==> src/rtl/tuner_ctrl_pkg.sv <==
// Package: shared state type and write byte positions of the tuner control slave.
// Assumes: the byte positions follow the fixed write order of the block.
package tuner_ctrl_pkg;
    typedef enum logic [2:0] {
        ST_IDLE,
        ST_ADDR,
        ST_ACK,
        ST_WDATA,
        ST_RDATA,
        ST_RACK
    } slv_state_t;

    localparam int BYTE_DIV_HI = 0;
    localparam int BYTE_DIV_LO = 1;
    localparam int BYTE_CTRL   = 2;
    localparam int BYTE_PORTS  = 3;
    localparam int NUM_WBYTES  = 4;
endpackage

==> src/rtl/i2c_pin_sync.sv <==
// Module: synchronizer with edge detection for one asynchronous bus line.
// Assumes: the line is stable for well over STAGES+1 clocks between changes.
module i2c_pin_sync #(
    parameter int   STAGES  = 2,
    parameter logic RST_VAL = 1'b1
) (
    input  logic clk,
    input  logic rst_n,
    input  logic d,
    output logic q,
    output logic rise,
    output logic fall
);
    logic [STAGES-1:0] chain;
    logic              prev;

    // Shift the pin through the synchronizer and keep the last settled value.
    always_ff @(posedge clk) begin
        if (!rst_n) begin
            chain <= {STAGES{RST_VAL}};
            prev  <= RST_VAL;
        end else begin
            chain <= {chain[STAGES-2:0], d};
            prev  <= chain[STAGES-1];
        end
    end

    assign q    = chain[STAGES-1];
    assign rise = q & ~prev;
    assign fall = ~q & prev;
endmodule

==> src/rtl/i2c_byte_slave.sv <==
// Module: bit and byte engine of the I2C slave. It matches the address,
// acknowledges bytes, hands write bytes out with their position, and sends
// status bytes on reads.
// Assumes: SCL and SDA come in synchronized, with edges as one-cycle strobes.
module i2c_byte_slave
    import tuner_ctrl_pkg::*;
#(
    parameter logic [4:0] ADDR_HI = 5'b11000,
    parameter int          IDX_W  = 3
) (
    input  logic             clk,
    input  logic             rst_n,
    input  logic             scl,
    input  logic             scl_rise,
    input  logic             scl_fall,
    input  logic             sda,
    input  logic             sda_rise,
    input  logic             sda_fall,
    input  logic [1:0]       addr_sel,
    input  logic [7:0]       status,
    output logic             sda_oe,
    output logic             wr_stb,
    output logic [IDX_W-1:0] wr_idx,
    output logic [7:0]       wr_data
);
    localparam logic [IDX_W-1:0] IDX_MAX = IDX_W'(NUM_WBYTES);

    slv_state_t       state;
    logic [3:0]       cnt;
    logic [7:0]       sh;
    logic [7:0]       tx;
    logic             rd;
    logic [IDX_W-1:0] idx;
    logic             start_c;
    logic             stop_c;
    logic [6:0]       my_addr;

    assign start_c = scl & sda_fall;
    assign stop_c  = scl & sda_rise;
    assign my_addr = {ADDR_HI, addr_sel};

    // Main bus state machine: START/STOP first, then the per-state bit handling.
    always_ff @(posedge clk) begin
        if (!rst_n) begin
            state   <= ST_IDLE;
            cnt     <= '0;
            sh      <= '0;
            tx      <= '0;
            rd      <= 1'b0;
            idx     <= '0;
            sda_oe  <= 1'b0;
            wr_stb  <= 1'b0;
            wr_idx  <= '0;
            wr_data <= '0;
        end else begin
            wr_stb <= 1'b0;
            if (start_c) begin
                state  <= ST_ADDR;
                cnt    <= '0;
                idx    <= '0;
                sda_oe <= 1'b0;
            end else if (stop_c) begin
                state  <= ST_IDLE;
                sda_oe <= 1'b0;
            end else begin
                case (state)
                    ST_ADDR: begin
                        if (scl_rise) begin
                            sh  <= {sh[6:0], sda};
                            cnt <= cnt + 4'd1;
                        end else if (scl_fall && cnt == 4'd8) begin
                            if (sh[7:1] == my_addr) begin
                                sda_oe <= 1'b1;
                                rd     <= sh[0];
                                state  <= ST_ACK;
                            end else begin
                                state <= ST_IDLE;
                            end
                        end
                    end
                    ST_ACK: begin
                        if (scl_fall) begin
                            cnt <= '0;
                            if (rd) begin
                                tx     <= status;
                                sda_oe <= ~status[7];
                                state  <= ST_RDATA;
                            end else begin
                                sda_oe <= 1'b0;
                                state  <= ST_WDATA;
                            end
                        end
                    end
                    ST_WDATA: begin
                        if (scl_rise) begin
                            sh  <= {sh[6:0], sda};
                            cnt <= cnt + 4'd1;
                        end else if (scl_fall && cnt == 4'd8) begin
                            wr_stb  <= 1'b1;
                            wr_data <= sh;
                            wr_idx  <= idx;
                            idx     <= (idx == IDX_MAX) ? idx : idx + 1'b1;
                            sda_oe  <= 1'b1;
                            state   <= ST_ACK;
                        end
                    end
                    ST_RDATA: begin
                        if (scl_rise) begin
                            cnt <= cnt + 4'd1;
                        end else if (scl_fall) begin
                            if (cnt == 4'd8) begin
                                sda_oe <= 1'b0;
                                state  <= ST_RACK;
                            end else begin
                                sda_oe <= ~tx[3'd7 - cnt[2:0]];
                            end
                        end
                    end
                    ST_RACK: begin
                        if (scl_rise) begin
                            if (sda) state <= ST_IDLE;
                        end else if (scl_fall) begin
                            tx     <= status;
                            sda_oe <= ~status[7];
                            cnt    <= '0;
                            state  <= ST_RDATA;
                        end
                    end
                    default: ;
                endcase
            end
        end
    end

    // an idle slave (unaddressed or after a mismatch) never holds SDA.
    assert_idle_released_R1: assert property (@(posedge clk) disable iff (!rst_n)
        (state == ST_IDLE) |-> !sda_oe);

    // a master NACK ends the read with SDA released.
    assert_nack_ends_read_R8: assert property (@(posedge clk) disable iff (!rst_n)
        (state == ST_RACK && scl_rise && sda && !start_c && !stop_c)
        |=> (state == ST_IDLE && !sda_oe));

    // a START always restarts the address phase with SDA released.
    assert_start_restarts_R9: assert property (@(posedge clk) disable iff (!rst_n)
        start_c |=> (state == ST_ADDR && !sda_oe && cnt == 4'd0));
endmodule

==> src/rtl/tuner_reg_bank.sv <==
// Module: staging and committed registers of the synthesizer. It also holds
// the port latch with its test-mode override of P0.
// Assumes: wr_stb is a one-cycle strobe carrying the write byte position.
module tuner_reg_bank
    import tuner_ctrl_pkg::*;
#(
    parameter int DIV_W  = 15,
    parameter int NPORTS = 4,
    parameter int IDX_W  = 3
) (
    input  logic              clk,
    input  logic              rst_n,
    input  logic              wr_stb,
    input  logic [IDX_W-1:0]  wr_idx,
    input  logic [7:0]        wr_data,
    input  logic              fpd_i,
    output logic [DIV_W-1:0]  div_word,
    output logic              div_upd,
    output logic              refout_en,
    output logic              test_mode,
    output logic [NPORTS-1:0] port_o,
    output logic [NPORTS-1:0] port_oe
);
    localparam int HI_W = DIV_W - 8;

    logic [HI_W-1:0]   hi_stage;
    logic [NPORTS-1:0] port_lvl;
    logic [NPORTS-1:0] port_drv;
    logic [2:0]        fpd_sync;
    logic              fpd_rise;
    logic              fpd_half;

    assign fpd_rise = fpd_sync[1] & ~fpd_sync[2];

    // Load the staged and committed registers from the write strobe.
    always_ff @(posedge clk) begin
        if (!rst_n) begin
            hi_stage  <= '0;
            div_word  <= '0;
            div_upd   <= 1'b0;
            refout_en <= 1'b0;
            test_mode <= 1'b0;
            port_lvl  <= '0;
            port_drv  <= '0;
        end else begin
            div_upd <= 1'b0;
            if (wr_stb) begin
                case (wr_idx)
                    IDX_W'(BYTE_DIV_HI): hi_stage <= wr_data[HI_W-1:0];
                    IDX_W'(BYTE_DIV_LO): begin
                        div_word <= {hi_stage, wr_data};
                        div_upd  <= 1'b1;
                    end
                    IDX_W'(BYTE_CTRL): begin
                        refout_en <= wr_data[0];
                        test_mode <= wr_data[1];
                    end
                    IDX_W'(BYTE_PORTS): begin
                        port_lvl <= wr_data[NPORTS-1:0];
                        port_drv <= wr_data[2*NPORTS-1:NPORTS];
                    end
                    default: ;
                endcase
            end
        end
    end

    // Synchronize the divider output and halve it.
    always_ff @(posedge clk) begin
        if (!rst_n) begin
            fpd_sync <= '0;
            fpd_half <= 1'b0;
        end else begin
            fpd_sync <= {fpd_sync[1:0], fpd_i};
            if (fpd_rise) fpd_half <= ~fpd_half;
        end
    end

    // Port outputs: latched values, with P0 taken over in test mode.
    always_comb begin
        port_o  = port_lvl;
        port_oe = port_drv;
        if (test_mode) begin
            port_o[0]  = fpd_half;
            port_oe[0] = 1'b1;
        end
    end

    // the divider word moves only together with its update pulse.
    assert_div_atomic_R3: assert property (@(posedge clk) disable iff (!rst_n)
        !div_upd |-> $stable(div_word));

    // ports come out of reset high impedance.
    assert_ports_hiz_reset_R4: assert property (@(posedge clk) disable iff (!rst_n)
        !$past(rst_n) |-> (port_oe == '0));

    // in test mode each divider edge toggles P0.
    assert_test_p0_toggle_R7: assert property (@(posedge clk) disable iff (!rst_n)
        (test_mode && fpd_rise && !wr_stb) |=> (port_o[0] != $past(port_o[0])));
endmodule

==> src/rtl/tuner_i2c_ctrl.sv <==
// Module: top of the tuner synthesizer control slave. It connects the pin
// synchronizers, the byte engine and the register bank, and builds the status byte.
// Assumes: SCL high and low times of at least 8 clk cycles.
module tuner_i2c_ctrl
    import tuner_ctrl_pkg::*;
#(
    parameter logic [4:0] ADDR_HI = 5'b11000,
    parameter int          DIV_W   = 15,
    parameter int          NPORTS  = 4
) (
    input  logic              clk,
    input  logic              rst_n,
    input  logic              scl_i,
    input  logic              sda_i,
    output logic              sda_oe_o,
    input  logic [1:0]        addr_sel_i,
    input  logic              lock_i,
    input  logic              fpd_i,
    input  logic              p3_pin_i,
    output logic [NPORTS-1:0] port_o,
    output logic [NPORTS-1:0] port_oe_o,
    output logic [DIV_W-1:0]  div_word_o,
    output logic              div_upd_o,
    output logic              refout_en_o,
    output logic              test_mode_o
);
    localparam int IDX_W = $clog2(NUM_WBYTES + 1);

    logic             scl_q, scl_rise, scl_fall;
    logic             sda_q, sda_rise, sda_fall;
    logic             wr_stb;
    logic [IDX_W-1:0] wr_idx;
    logic [7:0]       wr_data;
    logic [7:0]       status;
    logic             p3_sense;

    i2c_pin_sync #(.STAGES(2), .RST_VAL(1'b1)) u_scl_sync (
        .clk(clk), .rst_n(rst_n), .d(scl_i),
        .q(scl_q), .rise(scl_rise), .fall(scl_fall));

    i2c_pin_sync #(.STAGES(2), .RST_VAL(1'b1)) u_sda_sync (
        .clk(clk), .rst_n(rst_n), .d(sda_i),
        .q(sda_q), .rise(sda_rise), .fall(sda_fall));

    // P3 reads back only when it is not being driven.
    assign p3_sense = port_oe_o[NPORTS-1] ? 1'b0 : p3_pin_i;
    assign status   = {lock_i, 6'd0, p3_sense};

    i2c_byte_slave #(.ADDR_HI(ADDR_HI), .IDX_W(IDX_W)) u_slave (
        .clk(clk), .rst_n(rst_n),
        .scl(scl_q), .scl_rise(scl_rise), .scl_fall(scl_fall),
        .sda(sda_q), .sda_rise(sda_rise), .sda_fall(sda_fall),
        .addr_sel(addr_sel_i), .status(status),
        .sda_oe(sda_oe_o), .wr_stb(wr_stb), .wr_idx(wr_idx), .wr_data(wr_data));

    tuner_reg_bank #(.DIV_W(DIV_W), .NPORTS(NPORTS), .IDX_W(IDX_W)) u_regs (
        .clk(clk), .rst_n(rst_n),
        .wr_stb(wr_stb), .wr_idx(wr_idx), .wr_data(wr_data), .fpd_i(fpd_i),
        .div_word(div_word_o), .div_upd(div_upd_o),
        .refout_en(refout_en_o), .test_mode(test_mode_o),
        .port_o(port_o), .port_oe(port_oe_o));
endmodule

==> config.mk <==
export PLATFORM = sky130hd
export DESIGN_NAME = tuner_i2c_ctrl
export DESIGN_NICKNAME = d
export VERILOG_FILES = /design/src/rtl/tuner_ctrl_pkg.sv /design/src/rtl/i2c_pin_sync.sv /design/src/rtl/i2c_byte_slave.sv /design/src/rtl/tuner_reg_bank.sv /design/src/rtl/tuner_i2c_ctrl.sv
export SDC_FILE = /design/constraint.sdc
export NUM_CORES = 1
export LEC_CHECK = 0
export ABC_AREA = 1
export BUFFER_PORTS_ARGS = -buffer_cell sky130_fd_sc_hd__buf_2
export CAP_MARGIN = 10
export CORE_AREA = 2 2 84 86
export DETAILED_ROUTE_END_ITERATION = 6
export DIE_AREA = 0 0 86 88
export GPL_TIMING_DRIVEN = 0
export HOLD_SLACK_MARGIN = 0.12
export PLACE_DENSITY = 0.78
export SETUP_SLACK_MARGIN = 0.2
export SLEW_MARGIN = 20
export SYNTH_ARGS = -nofsm -noshare
export SYNTH_HDL_FRONTEND = slang
export SYNTH_HIERARCHICAL = 1
export SYNTH_SLANG_ARGS = --single-unit
==> constraint.sdc <==
create_clock -name clk -period 1.8 [get_ports clk]
set_input_delay 0.36 -clock clk [delete_from_list [all_inputs] [get_ports clk]]
set_output_delay 0.36 -clock clk [all_outputs]
set_load 0.02 [all_outputs]
==> results of run 1 <==
critical path, cell delays in order, from the launching register on:
cell	delay, ns
dfxtp_4	0.38
inv_4	0.07
ha_4	0.13
nand2_2	0.07
nor2_4	0.12
buf_6	0.12
a21oi_1	0.06
nor2_1	0.21
nand3_4	0.12
nor2_1	0.12
nor2_1	0.06
through the flow:
step / util, % / area (um^2) / instances
global route: 68.9 / 4580 / 705
CTS: 66.9 / 4450 / 696
floorplan: - / 3890 / 565
global placement: 62.7 / 4160 / 680
finish: 68.9 / 4580 / 705
detailed placement: 62.7 / 4160 / 680
sequential cells by signal, indices dropped and copies added, names as in the netlist:
name and count:
u_regs/div_upd 1, u_regs/div_word 15, u_regs/fpd_half 1, u_regs/fpd_sync 3, u_regs/hi_stage 7, u_regs/port_drv 4, u_regs/port_lvl 4, u_regs/refout_en 1
u_regs/test_mode 1, u_scl_sync/chain 2, u_scl_sync/prev 1, u_sda_sync/chain 2, u_sda_sync/prev 1, u_slave/cnt 4, u_slave/idx 3, u_slave/rd 1
u_slave/sda_oe 1, u_slave/sh 8, u_slave/state 3, u_slave/tx 8, u_slave/wr_data 8, u_slave/wr_idx 3, u_slave/wr_stb 1
what timing repair did:
action                                  CTS  global route
pin swaps                                 1             6
resized for setup                        18            23
endpoints found under the setup margin   39            36
buffers inserted                          2             8
cloned                                    0             1
final cells by class:
| cell class | instances | area (um^2) | share of cell area (%) |
|---|---|---|---|
| plain buffers | 23 | 151 | 3.31 |
| clock buffers | 9 | 124 | 2.70 |
| clock inverters | 5 | 104 | 2.27 |
| inverters | 72 | 280 | 6.12 |
| multi-input cells | 388 | 1890 | 41.3 |
| flip-flops and latches | 83 | 1680 | 36.6 |
| well taps | 80 | 100 | 2.19 |
| repair buffers | 45 | 254 | 5.55 |
power by group:
group | switching (mW) | internal [mW]
clock network | 0.658 | 0.906
registers | 0.0515 | 1.89
logic | 0.545 | 0.280
kinds of logic after synthesis:
logic type      share of synthesized area [%]
compound gates                           9.57
xor+xnor                                0.453
fa+ha+maj                                1.62
buf+inv                                  11.0
flops                                    42.9
other cells                            0.0969
simple gates                             34.3
path summary, 6_finish.rpt:
kind / startpoint / endpoint / slack (ns) / depth (start not counted)
setup / recovery: u_slave/cnt[1]$_SDFFE_PP0P_ / u_slave/state[2]$_SDFFE_PP0P_ / 0.24 / 10
hold / removal: sda_i / u_sda_sync/chain[0]$_SDFF_PN1_ / 0.17 / 3
setup reg to reg: u_slave/cnt[1]$_SDFFE_PP0P_ / u_slave/state[2]$_SDFFE_PP0P_ / 0.24 / 10
hold reg to reg: u_scl_sync/chain[0]$_SDFF_PN1_ / u_scl_sync/chain[1]$_SDFF_PN1_ / 0.41 / 2
per-layer routing:
metal | up-vias | wire [um] | track usage, % | share of wire (%)
li1 | 1870 | - | - | -
met1 | 1634 | 3940 | 27.4 | 45
met2 | 105 | 4260 | 40.2 | 49
met3 | 15 | 456 | 4.34 | 5.2
met4 | 0 | 117 | 9.09 | 1.3
met5 | - | 0 | 0 | 0
cell usage after synthesis (5+ instances only):
cell type / instances / area, um^2
buf_4: 10 / 75.1
ha_1: 5 / 62.6
dfxtp_1: 83 / 1660
inv_1: 66 / 248
nor2_1: 119 / 447
nor2_2: 6 / 37.5
inv_2: 5 / 18.8
a21oi_1: 33 / 165
o21ai_0: 35 / 175
nand2_1: 101 / 379
nand3_1: 53 / 265
==> flow_summary.ini, run 1 <==
[outcome]
status = completed

[critical_path]
critPathArrivalTime_ns = 1.81
critPathLaunchType = flip-flop
end_kind = flip-flop
crit_fanout = 6
worstPathRequired_ns = 2.05
criticalPathCategory = flip-flop to flip-flop

[grt]
antenna_found_initial = 0
grt_usage_pct = 22.8
grt_max_degree = 14
grt_pass1_vias = 3143
grt.overflow.total = 0
grt_pass1_wl_mm = 13.7

[layout]
antennaDiodeCount = 0
final_nets = 636
fillers = 572
syn2layout_area_growth_pct = 18.4
layout_commonest_cell = nor2_1
drive_gt1_share_pct = 19.5
most-common-layout-cells = nor2_1, nand2_1, dfxtp_1, inv_1, nand3_1

[placement]
io_buffers = 35
gp_congestion = 0.945
pre_cts_slack_ns = -0.0531
dpl.hpwl_mm = 5.96

[logic_synthesis]
ys_seq_area_share_pct = 42.9
avgSynthCellArea_um2 = 6.91
async_flop_share_pct = 0
synth_edf_count = 0
synthDistinctLibCells = 31
synth_cells = 560
synth_ff_type = dfxtp_1
syn_area_um2 = 3870
yosysWarnings = 6
synth-seq-cells = 83

[sta]
fin_crit_ns = 1.56
hold_slack_ns = 0.170
setup_ws_ns = 0.243
setup_viol = 0
slew_viol_final = 0
slew_headroom_pct = 65.3
hold_violations = 0
fin_skew_ns = 0.00575
setup_tns_ns = 0
grt_setup_unrepaired = true
finalCritPeriodShare_pct = 86.5
max_freq_ghz = 0.642
worstMarginPinSlew_ns = 0.520

[route]
wl_per_cell_um = 12.4
drt-total-wl_mm = 8.77
antenna_left = 0
vias = 3624
drc = 0
viasPerCell = 5.14
first_pass_iters = 5
drt_iter0_markers = 206

[die]
chipWidth_um = 86
io_pins = 36
num_rows = 30
die_area_um2 = 7570
core_area_um2 = 6640
initial_core_util_pct = 58.2
die_h_um = 88

[clock_network]
ctsHoldBuffers = 0
root_buffer = clkbuf_8
clock_path_buffers = 2
clk_pin_slew_ns = 0.08
clock_latency_ns = 0.36
numCtsBuffers = 9
cts_tree = built
clkSinkCount = 83
h-tree-depth = 3

[hold_path]
hold_path.class = input port to flip-flop

[pwr]
vdd.ir_drop.worst_uv = 556
power.total_mw = 4.33
p_leak_nw = 2.06
powerDensity_nw_per_um2 = 945

[flow_run]
drv_cap = 0
(Power assumes the default switching activity.)
==> inputs of run 2 (changes only) <==
- BUFFER_PORTS_ARGS: -buffer_cell sky130_fd_sc_hd__buf_2 -> default
- DONT_BUFFER_PORTS: default -> 1
- PLACE_DENSITY: 0.78 -> 0.74
- clock period: 1.8 -> 1.5 ns (I/O delays scaled with it)
==> flow_summary.ini, run 2 (synthesis results as in run 1) <==
[critical_path]
critPathArrivalTime_ns = 1.76
critPathLaunchType = flip-flop
rr_worst_depth = 10
crit_fanout = 5
r2r_start = u_slave/cnt[1]$_SDFFE_PP0P_
r2r_slack_ns = 0.02
criticalPathCategory = flip-flop to flip-flop
rr_endpoint = u_slave/idx[2]$_SDFFE_PP0P_
worstPathRequired_ns = 1.78
end_kind = flip-flop

[sta]
fin_crit_ns = 1.48
slew_headroom_pct = 61.8
fin_skew_ns = 0.00669
finalCritPeriodShare_pct = 98.6
max_freq_ghz = 0.676
hold_violations = 0
worstMarginPinSlew_ns = 0.573
slew_viol_final = 0
setup_tns_ns = 0
grt_setup_unrepaired = true
setup_viol = 0
setup_ws_ns = 0.0207

[clock_network]
h-tree-depth = 3
clock_latency_ns = 0.35
numCtsBuffers = 9
clk_pin_slew_ns = 0.09
clkSinkCount = 83
clock_path_buffers = 2
cts_tree = built
root_buffer = clkbuf_8

[grt]
grt_pass1_wl_mm = 14.4
grt.overflow.total = 0
grt_pass1_vias = 3298
antenna_found_initial = 0
grt_usage_pct = 23.9
grt_max_degree = 16

[placement]
io_buffers = 0
gp_congestion = 0.923
dpl.hpwl_mm = 5.93
pre_cts_slack_ns = -0.0910
place_area_um2 = 4060

[pwr]
p_leak_nw = 2.07
internal-power_mw = 3.58
combPwrFrac_pct = 23.1
swShare_pct = 31.6
power.total_mw = 5.23
p_sw_mw = 1.65
powerDensity_nw_per_um2 = 1090
vdd.ir_drop.worst_uv = 730
p_clk_share_pct = 31.9
sequentialPowerShare_pct = 45.0

[hold_path]
min_from = lock_i
hold_path.class = input port to flip-flop
hold_depth = 2
min_to = u_slave/tx[7]$_SDFFE_PN0P_

[die]
num_rows = 30
core_area_um2 = 6640
die_h_um = 88
initial_core_util_pct = 58.2
die_area_um2 = 7570
chipWidth_um = 86
io_pins = 36

[layout]
largest_register_ff_count = 15
regMostFlops = u_regs/div_word
drive_gt1_share_pct = 26.1
antennaDiodeCount = 0
multi_input_area_um2 = 2090
post-route-cell-area_um2 = 4820
fillers = 547
layout_commonest_cell = nor2_1
final_nets = 623
most-common-layout-cells = nor2_1, nand2_1, dfxtp_1, inv_1, nand3_1
utilization_pct = 72.5
syn2layout_area_growth_pct = 24.5
seq_area_um2 = 1690

[route]
antenna_left = 0
drc = 0
viasPerCell = 5.18
drt_iter0_markers = 170
drt-total-wl_mm = 9.09
first_pass_iters = 5
wl_per_cell_um = 13.1
vias = 3595

[outcome]
status = completed

[flow_run]
drv_cap = 0
==> run 2: cell count changes in the layout (fill, tap and decap cells not counted), moves of 5 or more <==
cell	change
buf_2	-36
buf_4	+16
nor2_1	-13
nor2_4	+9
o21ai_0	-9
o21ai_2	+9
nand2_1	-8
dfxtp_1	-7
a21oi_1	-6
inv_1	-6
a21oi_2	+5
nand2_4	+5
nor2_2	+5
==> run 2: area by class of cell <==
class	count	area share (%)
clock inverter	6	1.51
clock buffer	10	2.86
sequential	83	35.1
timing repair buffer	32	5.69
inverter	72	6.02
multi-input combinational	388	43.4
buffer	23	3.30
tap	80	2.08
==> run 2: through the flow <==
stage / instances / hold WS, ns
after global routing: 694 / 0.136
after floorplan: 565 / 0.369
after global placement: 645 / 0.370
after CTS: 682 / 0.128
after detailed placement: 645 / 0.374
final: 694 / 0.135
==> run 2: power groups by stage <==
stage | Clock [mW] | Sequential [mW] | Combinational [mW]
after floorplan | 0 | 2.37 | 0.681
final | 1.67 | 2.36 | 1.21
after global routing | 1.82 | 2.36 | 1.32
after global placement | 0 | 2.39 | 0.831
after CTS | 1.72 | 2.35 | 0.980
after detailed placement | 0 | 2.39 | 0.830
==> run 2: worst max-delay path by stage <==
stage | startpoint | end | slack [ns] | depth (start not counted)
after floorplan | u_slave/cnt[0]$_SDFFE_PP0P_ | u_slave/wr_data[1]$_SDFFE_PN0P_ | 0.08 | 10
after global placement | u_slave/cnt[0]$_SDFFE_PP0P_ | u_slave/wr_data[5]$_SDFFE_PN0P_ | -0.06 | 10
after detailed placement | u_slave/cnt[0]$_SDFFE_PP0P_ | u_slave/wr_data[6]$_SDFFE_PN0P_ | -0.09 | 10
after CTS | u_slave/cnt[0]$_SDFFE_PP0P_ | u_slave/wr_data[6]$_SDFFE_PN0P_ | 0.04 | 10
after global routing | u_slave/cnt[0]$_SDFFE_PP0P_ | u_slave/wr_idx[0]$_SDFFE_PN0P_ | -0.06 | 10
final | u_slave/cnt[1]$_SDFFE_PP0P_ | u_slave/idx[2]$_SDFFE_PP0P_ | 0.02 | 10
==> run 2: critical path, cell delays in order (launching register included) <==
cell	delay, ns
dfxtp_4	0.36
inv_4	0.06
ha_4	0.13
nand2_4	0.05
nor2_4	0.12
nand3_2	0.10
inv_2	0.11
buf_4	0.13
nand2_4	0.06
o21ai_2	0.12
nor3b_2	0.17
==> run 2: routing by layer <==
| layer | up-vias | routed length (um) | part of all wire, % | GRT usage [%] |
|---|---|---|---|---|
| met5 | - | 0 | 0 | 0 |
| met4 | 0 | 182 | 2.0 | 9.96 |
| met3 | 16 | 360 | 4.0 | 5.28 |
| met2 | 98 | 4750 | 52 | 44.2 |
| met1 | 1636 | 3800 | 42 | 26.5 |
| li1 | 1845 | - | - | - |
==> run 2: what timing repair did <==
action	4_1_cts	5_1_grt
setup endpoints to repair	43	61
gates cloned	2	0
setup buffers	15	12
hold endpoints to repair	7	0
resized for setup	53	51
pin swaps	24	24
hold buffers	4	0
